==> src/rtl/wwt_pkg.sv <==
package wwt_pkg;
  // control -> datapath strobes
  typedef struct packed {
    logic seqStart;
    logic seqStop;
  } seqCmd_t;

  // datapath -> control status
  typedef struct packed {
    logic       periodEnd;
    logic       active;
    logic [1:0] phase;
  } seqStat_t;
endpackage

==> src/rtl/wwt_sync.sv <==
module wwt_sync #(
  parameter int STAGES = 2
) (
  input  logic clk,
  input  logic arstN,
  input  logic d,
  output logic q
);
  logic [STAGES-1:0] pipe;

  always_ff @(posedge clk or negedge arstN) begin
    if (!arstN) pipe <= '0;
    else        pipe <= {pipe[STAGES-2:0], d};
  end

  assign q = pipe[STAGES-1];
endmodule

==> src/rtl/wwt_datapath.sv <==
module wwt_datapath
  import wwt_pkg::*;
#(
  parameter int BASE_CYCLES   = 64,
  parameter int TEN_MULT      = 10,
  parameter int TICKS_PER_CYC = 2,
  localparam int CNT_W = $clog2(BASE_CYCLES * 64 * TICKS_PER_CYC)
) (
  input  logic       clk,
  input  logic       rstN,
  input  logic       pwrOk,
  input  logic [2:0] periodSel,
  input  seqCmd_t    cmd,
  output seqStat_t   stat
);
  logic [2:0]       selQ;
  logic [CNT_W-1:0] cnt;
  logic [CNT_W-1:0] lastTick;
  logic [CNT_W-1:0] limTab [8];
  logic             active;
  logic [1:0]       phase;

  for (genvar i = 0; i < 8; i++) begin : g_lim
    localparam int CYC = (i < 4) ? (BASE_CYCLES << i) :
                         (i == 4) ? (BASE_CYCLES * TEN_MULT) :
                                    (BASE_CYCLES << (i - 1));
    assign limTab[i] = CNT_W'(CYC * TICKS_PER_CYC - 1);
  end

  // select tracks the pins while power is down, frozen once up
  always_ff @(posedge clk or negedge rstN) begin
    if (!rstN)       selQ <= '0;
    else if (!pwrOk) selQ <= periodSel;
  end

  assign lastTick = limTab[selQ];

  always_ff @(posedge clk or negedge pwrOk) begin
    if (!pwrOk)                 cnt <= '0;
    else if (cnt == lastTick)   cnt <= '0;
    else                        cnt <= cnt + 1'b1;
  end

  always_ff @(posedge clk or negedge pwrOk) begin
    if (!pwrOk) begin
      active <= 1'b0;
      phase  <= 2'd0;
    end else if (cmd.seqStart) begin
      active <= 1'b1;
      phase  <= 2'd0;
    end else if (cmd.seqStop) begin
      active <= 1'b0;
    end else if (active) begin
      phase <= phase + 2'd1;
    end
  end

  assign stat.periodEnd = (cnt == lastTick);
  assign stat.active    = active;
  assign stat.phase     = phase;


  cnt_range_chk: assert property (@(posedge clk) disable iff (!pwrOk)
    cnt <= lastTick);


  sel_hold_chk: assert property (@(posedge clk) disable iff (!pwrOk)
    $past(pwrOk) |-> $stable(selQ));
endmodule

==> src/rtl/wwt_control.sv <==
module wwt_control
  import wwt_pkg::*;
#(
  parameter int SYNC_STAGES = 2
) (
  input  logic     clk,
  input  logic     pwrOk,
  input  logic     doneIn,
  input  seqStat_t stat,
  output seqCmd_t  cmd,
  output logic     wakeOut,
  output logic     calOut,
  output logic     resetOutN
);
  logic       doneS;
  logic       doneD;
  logic       doneEdge;
  logic       doneSeen;
  logic       pwrFlag;
  logic       isWake;
  logic       abortSeq;
  logic [1:0] lastPh;

  wwt_sync #(.STAGES(SYNC_STAGES)) u_doneSync (
    .clk(clk), .arstN(pwrOk), .d(doneIn), .q(doneS)
  );

  always_ff @(posedge clk or negedge pwrOk) begin
    if (!pwrOk) doneD <= 1'b0;
    else        doneD <= doneS;
  end

  assign doneEdge = doneS & ~doneD;

  always_ff @(posedge clk or negedge pwrOk) begin
    if (!pwrOk) begin
      doneSeen <= 1'b0;
      pwrFlag  <= 1'b1;
      isWake   <= 1'b0;
    end else if (stat.periodEnd) begin
      isWake   <= (doneSeen | doneEdge) & ~pwrFlag;
      doneSeen <= 1'b0;
      pwrFlag  <= 1'b0;
    end else if (doneEdge) begin
      doneSeen <= 1'b1;
    end
  end

  assign wakeOut   = stat.active & isWake;
  assign calOut    = stat.active & (stat.phase == 2'd1 || stat.phase == 2'd2);
  assign resetOutN = ~(stat.active & ~isWake & (stat.phase <= 2'd1));

  assign abortSeq     = doneEdge & (wakeOut | calOut);
  assign lastPh       = isWake ? 2'd3 : 2'd2;
  assign cmd.seqStart = stat.periodEnd;
  assign cmd.seqStop  = stat.active & ~stat.periodEnd &
                        (abortSeq | (stat.phase == lastPh));


  wake_rst_excl_chk: assert property (@(posedge clk) disable iff (!pwrOk)
    !(wakeOut && !resetOutN));


  cal_follow_chk: assert property (@(posedge clk) disable iff (!pwrOk)
    $rose(calOut) |-> ($past(wakeOut) || !$past(resetOutN)));


  drop_forces_reset_chk: assert property (@(posedge clk) disable iff (!pwrOk)
    (stat.periodEnd && pwrFlag) |=> (!wakeOut && !resetOutN));


  abort_idle_chk: assert property (@(posedge clk) disable iff (!pwrOk)
    (doneEdge && (wakeOut || calOut) && !stat.periodEnd) |=>
      (!wakeOut && !calOut && resetOutN));
endmodule

==> src/rtl/wake_watchdog_timer.sv <==
module wake_watchdog_timer
  import wwt_pkg::*;
#(
  parameter int BASE_CYCLES   = 64,
  parameter int TEN_MULT      = 10,
  parameter int TICKS_PER_CYC = 2,
  parameter int SYNC_STAGES   = 2
) (
  input  logic       clk,
  input  logic       rstN,
  input  logic       powerGood,
  input  logic       doneIn,
  input  logic [2:0] periodSel,
  output logic       wakeOut,
  output logic       calOut,
  output logic       resetOutN
);
  logic     pwrClrN;
  logic     pwrOk;
  seqCmd_t  cmd;
  seqStat_t stat;

  assign pwrClrN = rstN & powerGood;

  // asynchronous clear on power drop, synchronous release
  wwt_sync #(.STAGES(SYNC_STAGES)) u_pwrSync (
    .clk(clk), .arstN(pwrClrN), .d(1'b1), .q(pwrOk)
  );

  wwt_datapath #(
    .BASE_CYCLES(BASE_CYCLES), .TEN_MULT(TEN_MULT), .TICKS_PER_CYC(TICKS_PER_CYC)
  ) u_dp (
    .clk(clk), .rstN(rstN), .pwrOk(pwrOk), .periodSel(periodSel),
    .cmd(cmd), .stat(stat)
  );

  wwt_control #(.SYNC_STAGES(SYNC_STAGES)) u_ctl (
    .clk(clk), .pwrOk(pwrOk), .doneIn(doneIn), .stat(stat), .cmd(cmd),
    .wakeOut(wakeOut), .calOut(calOut), .resetOutN(resetOutN)
  );
endmodule

==> config.mk <==
export PLATFORM = sky130hd
export DESIGN_NAME = wake_watchdog_timer
export DESIGN_NICKNAME = d
export VERILOG_FILES = /design/src/rtl/wwt_pkg.sv /design/src/rtl/wwt_sync.sv /design/src/rtl/wwt_datapath.sv /design/src/rtl/wwt_control.sv /design/src/rtl/wake_watchdog_timer.sv
export SDC_FILE = /design/constraint.sdc
export NUM_CORES = 1
export LEC_CHECK = 0
export ABC_CLOCK_PERIOD_IN_PS = 800
export BUFFER_PORTS_ARGS = -buffer_cell sky130_fd_sc_hd__buf_2
export CAP_MARGIN = 20
export CORE_UTILIZATION = 41
export CTS_CLUSTER_DIAMETER = 40
export DETAILED_ROUTE_END_ITERATION = 10
export HOLD_SLACK_MARGIN = 0.1
export SLEW_MARGIN = 0
export SYNTH_ARGS = -nofsm -noshare
export SYNTH_HDL_FRONTEND = slang
export SYNTH_SLANG_ARGS = --single-unit
==> constraint.sdc <==
create_clock -name clk -period 0.8 [get_ports clk]
set_input_delay 0 -clock clk [delete_from_list [all_inputs] [get_ports clk]]
set_output_delay 0 -clock clk [all_outputs]
set_load 0.05 [all_outputs]
### Word-level counts from Yosys, hierarchy flattened

Memories as Yosys holds them, arrays and structs flattened.
Cells that the tools add are included.

| storage, ports and cells | value |
|---|---|
| bits in read-only memories | 104 |
| bits of input ports | 7 |
| bits in registers | 27 |
| memories | 1 |
| word-level logic and storage cells | 55 |
| output and inout bits | 3 |

| cells by class | value |
|---|---|
| add/subtract/negate cells | 2 |
| order comparisons | 2 |
| eq/ne operators | 5 |
| mux-type cells | 11 |
| reductions and logical operators | 5 |
| bitwise logic cells | 19 |

Memory list:

| memory | words | width | rd ports | clocked after memory_dff | wr ports | RTL line | text |
|---|---|---|---|---|---|---|---|
| (name not given) | 8 | 13 | 1 | 0 | 0 | wwt_datapath.sv:36 | `assign lastTick = limTab[selQ];` |

Operator list:

| cell | count |
|---|---|
| 2-to-1 mux 13 bit | 3 |
| adder 13 x 1 -> 13 bit, second input constant | 1 |
| equality test 13 bit | 1 |
| bitwise AND 1 bit | 10 |
| 2-to-1 mux 2 bit | 3 |
| nonzero test 2 bit | 3 |
| 2-to-1 mux 1 bit | 5 |
| NOT 1 bit | 5 |
| >= comparator 4 bit, second input constant | 1 |
| NOT 3 -> 4 bit | 1 |
| OR 1 bit | 3 |
| adder 2 x 1 -> 2 bit, second input constant | 1 |
| equality test 2 x 1 -> 1 bit, second input constant | 1 |
| equality test 2 bit | 1 |
| equality test 2 bit, second input constant | 1 |
| less-or-equal comparator 2 x 1 -> 1 bit, second input constant | 1 |
| != test 2 x 1 -> 1 bit, second input constant | 1 |
| AND reduction 2 bit | 1 |
| logical OR 1 bit | 1 |

### Logic depth before layout (Yosys ltp)

| logic depth | value |
|---|---|
| word-level depth | 10 |
| mapped depth | 7 |

### By module

From an unflattened synthesis, not the netlist that was laid out.

| second synthesis, totals | value |
|---|---|
| cells, all modules | 124 |
| area total of the unflattened synthesis | 1352.5 µm² |

By module, submodules not included:

| module | times used | area an instance (µm²) | sequential area each (µm²) | cells each |
|---|---|---|---|---|
| wwt_datapath | 1 | 1019.7 | 475.5 | 97 |
| wwt_control | 1 | 222.7 | 101.3 | 21 |
| wwt_sync | 2 | 50.0 | 50.0 | 2 |
| wake_watchdog_timer | 1 | 10.0 | 0.0 | 2 |

### Worst setup path before layout

Ideal clock, no wire load.

| timing path | value |
|---|---|
| path type | register -> register |
| from | reg u_dp.selQ[2] |
| to | reg u_ctl.isWake |
| stages on the path, launching flop included | 6 |
| period minus slack after synthesis | 1.764 ns |
| data arrival time | 1.639 ns |
| required time | 0.675 ns |
| path slack | -0.964 ns |
| path buffers | 1 |
| library setup time | 0.125 ns |
| path through | dfrtp_1 buf_6 nor4b_1 a211oi_2 nor4_4 mux2_4 |

| on the way | value |
|---|---|
| cells in the longest elaborated chain, start to end | 5 |

RTL lines:

| item | RTL line | text |
|---|---|---|
| start, declared | wwt_datapath.sv:16 | `logic [2:0] selQ;` |
| start signal, assigned | wwt_datapath.sv:33 | `else if (!pwrOk) selQ <= periodSel;` |
| NOT 3 -> 4 bit (not written as such) | wwt_datapath.sv:36 |  |
| memory read (8 x 13 bit) | n/a |  |
| 2-to-1 mux 13 bit (not written as such) (2 in a row) | wwt_datapath.sv:36 |  |
| equality test 13 bit | wwt_datapath.sv:58 | `assign stat.periodEnd = (cnt == lastTick);` |
| end signal, assigned | wwt_control.sv:41 | `isWake <= (doneSeen \| doneEdge) & ~pwrFlag;` |
| end, declared | wwt_control.sv:20 | `logic isWake;` |

No other way between the ends. The select of a mux whose other input is x is not followed.
A chain may end at the register's enable or synchronous reset.

### Final worst setup path

| timing path | value |
|---|---|
| from | reg u_dp.selQ[2] |
| to | reg u_dp.active |

| on the way | value |
|---|---|
| cells in the longest elaborated chain, start to end | 9 |
| elaborated cells on any way between the ends | 10 |
| those cells by class | eq/ne (1); mux (3); bitwise (4); reduce/logical (1); memory (1) |

RTL lines:

| item | RTL line | text |
|---|---|---|
| NOT 3 -> 4 bit (not written as such) * | wwt_datapath.sv:36 |  |
| memory read (8 x 13 bit) * | n/a |  |
| 2-to-1 mux 13 bit (not written as such) * (2 in a row) | wwt_datapath.sv:36 |  |
| equality test 13 bit * | wwt_datapath.sv:58 |  |
| NOT 1 bit | wwt_control.sv:56 | `assign cmd.seqStop = stat.active & ~stat.periodEnd &` |
| bitwise AND 1 bit (2 in a row) | wwt_control.sv:56 |  |
| nonzero test 2 bit (no source line) | n/a |  |
| end signal, assigned | wwt_datapath.sv:46 | `active <= 1'b0;` |
| end signal, assigned | wwt_datapath.sv:49 | `active <= 1'b1;` |
| end signal, assigned | wwt_datapath.sv:52 | `active <= 1'b0;` |
| end, declared | wwt_datapath.sv:20 | `logic active;` |

Every way passes the cells marked *; elsewhere a longest branch is shown, timed or not. The select of a mux whose other input is x is not followed.

==> results by group <==
Run status
  • Status: finished with violations
  • Failing checks: DRC, setup timing

Worst setup path
  • Slowest cell on crit path: sky130_fd_sc_hd__dfrtp_2
  • CP arrival: 1.95 ns
  • Critical Setup Path Class: reg -> reg
  • Req. time, crit path: 1.01 ns
  • Critical path buffers and inverters: 2
  • Depth of the critical timing path with buffers and inverters included: 6
  • Delay of the slowest cell on the worst path: 0.50 ns
  • Setup slack of the worst register-to-register path: -0.94 ns
  • R2r endpoint: u_dp.active
  • Cells along the critical path: maj3_2 -> a211oi_2 -> nor4_4 -> buf_4 -> buf_4 -> nand2b_1
  • Top cell family by delay on the critical path: flip-flops
  • Crit-path most repeated cell: sky130_fd_sc_hd__buf_4
  • Critical Path Source: u_dp.selQ[2]
  • Timing endpoint of the critical path: u_dp.active
  • FF-to-FF path depth: 6
  • Largest fanout of any net on the critical path: 7
  • R2r startpoint: u_dp.selQ[2]
  • Startpoint type of the worst setup path: register
  • Element type at the critical path end: register

Global route
  • Pin count of the biggest net entering global routing: 23
  • GR peak layer: met2
  • Global-route wire length before repair: 4.519 mm
  • Met1 usage in global routing: 0.2158
  • Number of global-route vias before repair: 1055
  • Met2 global-route usage: 0.3384
  • Aggregate global routing overflow: 0
  • Routing usage on met3: 0.05530
  • Antenna violations before repair: 0
  • Gr usage total: 0.1865

Logic synthesis
  • Number of flops mapped to enable cells by yosys: 0
  • Flip-flop cell with the highest count after synthesis: sky130_fd_sc_hd__dfrtp_1
  • Warnings, synthesis: 0
  • XOR/XNOR Fraction of Synth Area: 0.1065
  • Number of instances in the synthesized netlist: 109
  • Avg Synthesized Cell Area: 11.32 um2
  • Area leader, netlist: sky130_fd_sc_hd__dfrtp_1
  • Synth Area in Compound Gates: 0.05578
  • Mux contribution to synthesized area: 0.03955
  • Area share of the leading cell type in the synthesized netlist: 0.5274
  • Sequential area share after synthesis: 0.5487
  • Synth Net Count: 118
  • Cell Area, Synth: 1234 um2
  • Top cells by area in the synthesized netlist: sky130_fd_sc_hd__dfrtp_1 53%, sky130_fd_sc_hd__xor2_1 5.7%, sky130_fd_sc_hd__xnor2_1 5.0%
  • Register bit total from synthesis: 27
  • Top cells by count, synth: 26 x sky130_fd_sc_hd__dfrtp_1, 16 x sky130_fd_sc_hd__nor2_1, 8 x sky130_fd_sc_hd__xor2_1
  • Main combinational cell family by area after synthesis: simple AND/OR/NAND/NOR gates
  • Area share of fa/ha/maj cells after synthesis: 0.02840
  • Post-synthesis async set-or-reset flop share: 1.000
  • Most frequently used cell type in the post-synthesis netlist: sky130_fd_sc_hd__dfrtp_1
  • Simple-gate portion of the synthesized area: 0.1907
  • Number of distinct library cell variants in the gate-level netlist after synthesis: 32

Timing
  • Period utilisation layout: 2.170
  • Total setup violations reported at the end of the flow: 25
  • RSZ-0062 raised after global routing: true
  • Worst setup skew after layout: 0.01434 ns
  • Clock period minus worst slack: 1.736 ns
  • Slack of the critical path: -0.9359 ns
  • Hold Violations, Final: 0
  • Max frequency: 576.1 MHz
  • Hold slack: 0.3153 ns
  • Count of pins over their slew limit: 0

Drt
  • Antenna violation net count after detailed routing: 0
  • DR vias/cell: 4.825
  • Final WL: 2.680 mm
  • DRC errors left: 4
  • Via count: 965
  • Wirelength per Cell: 13.40 um
  • Starting DRT DRC Count: 18
  • DRT Pass-1 Iters: 7

Layout
  • Number of nets in the layout: 179
  • Layout cell share with drive strength beyond 1: 0.4911
  • Layout overhead on the synthesized area: 52.64%
  • Antenna diodes: 0

Power
  • Static leakage: 0.8354 nW
  • Peak supply drop: 1456 uV
  • Design Power: 4.799 mW
  • Power density of the placed cells: 2548 nW/um2

Die
  • Horizontal die dimension: 56.86 um
  • Number of cell rows: 19
  • Initial Utilization: 0.4398
  • Core region area: 2805 um2
  • Total I/O pin count: 10
  • Die H: 56.86 um
  • Die area: 3232 um2

Placed design
  • Buffers on Ports: 9
  • HPWL Detailed: 1.766 mm
  • GP Congestion: 0.7554

Clock tree
  • Clock-pin transition on the worst setup and hold timing paths: 0.15 ns
  • Number of buffers created by CTS: 3
  • Insertion delay to the later sink of the worst-skew pair: 0.33 ns
  • H-Tree Depth: 1
  • Total clock sinks: 27
  • Root buffer cell: sky130_fd_sc_hd__clkbuf_4
  • Buffers from clock root to sink, at most: 2
  • TritonCTS clock tree: yes

Hold path
  • Worst min-delay path category: in -> reg

Run
  • Count of maximum capacitance violations: 0
==> flip-flops by register name, indices dropped and copies added, names as in the netlist <==
| name | cells |
|---|---|
| u_ctl.pwrFlag | 1 |
| u_dp.active | 1 |
| u_ctl.doneD | 1 |
| u_ctl.isWake | 1 |
| u_ctl.u_doneSync.pipe | 2 |
| u_dp.phase | 2 |
| u_pwrSync.pipe | 2 |
| u_dp.cnt | 13 |
| u_dp.selQ | 3 |
| u_ctl.doneSeen | 1 |
==> what timing repair did <==
item                                    in CTS  in global routing
endpoints found under the hold margin        9                  0
gates cloned                                 0                  0
endpoints found under the setup margin      25                 27
setup buffers                                5                  6
hold buffers                                 9                  0
gates resized for setup                     19                  6
pin swaps                                    7                  1
==> cells by family after synthesis <==
group                      Yosys count
and+or+nand+nor                     44
xor gates and xnor gates            15
other                                1
buffers and inverters                6
adders and majority gates            3
muxes                                4
DFF                                 27
AOI/OAI and AO/OA                    9
==> cell usage in the layout (no fill, tap or decap), types with 3 or more instances in the layout <==
master,netlist,routed
sky130_fd_sc_hd__dfrtp_1,26,21
sky130_fd_sc_hd__nand2_1,6,5
sky130_fd_sc_hd__clkbuf_4,0,3
sky130_fd_sc_hd__dlygate4sd3_1,0,9
sky130_fd_sc_hd__buf_4,1,34
sky130_fd_sc_hd__nor2_1,16,15
sky130_fd_sc_hd__inv_1,4,3
sky130_fd_sc_hd__mux2_4,1,3
sky130_fd_sc_hd__nand3_1,6,5
sky130_fd_sc_hd__buf_6,1,7
sky130_fd_sc_hd__xor2_1,8,7
sky130_fd_sc_hd__dfrtp_2,0,4
sky130_fd_sc_hd__xnor2_1,7,7
sky130_fd_sc_hd__buf_2,0,6
==> layer usage <==
layer | part of all wire | up-vias
met5 | 0 | -
met4 | 0.019 | 0
met3 | 0.026 | 4
met2 | 0.51 | 11
met1 | 0.44 | 464
li1 | - | 486
==> worst min-delay path by stage <==
stage               slack, ns  startpoint                       end  depth (start not counted)
finish                   0.32      doneIn  u_ctl.u_doneSync.pipe[0]                          2
global route             0.29      doneIn  u_ctl.u_doneSync.pipe[0]                          2
CTS                      0.30      doneIn  u_ctl.u_doneSync.pipe[0]                          2
detailed placement      -0.19        rstN              u_dp.selQ[1]                          1
global placement        -0.20        rstN              u_dp.selQ[1]                          1
floorplan               -0.30        rstN              u_dp.selQ[0]                          0
==> through the flow <==
step	setup TNS [ns]	area [um2]	utilization	cells	worst slack, ns
2_1_floorplan	-13.27	1320	-	109	-0.8325
3_3_place_gp	-13.94	1610	0.5740	177	-0.8364
3_5_place_dp	-14.70	1610	0.5740	177	-0.8874
4_1_cts	-16.19	1813	0.6463	194	-0.9310
5_1_grt	-17.79	1883	0.6713	200	-1.007
6_report	-16.16	1883	0.6713	200	-0.9359
==> report_power, final <==
part           total [mW]  switching (mW)  internal, mW
sequential           1.96           0.268          1.69
clock               0.588           0.393         0.195
combinational        2.25           0.920          1.33
total                4.80            1.58          3.22
==> cell type report <==
| type | instances | area [um2] |
|---|---|---|
| multi-input cells | 76 | 633.1 |
| well taps | 31 | 38.79 |
| clock buffers | 4 | 26.28 |
| repair buffers | 58 | 484.2 |
| fillers | 216 | 922.1 |
| inverters | 4 | 15.01 |
| flip-flops and latches | 27 | 685.7 |
Note: power is estimated with default switching activity, not from simulation.
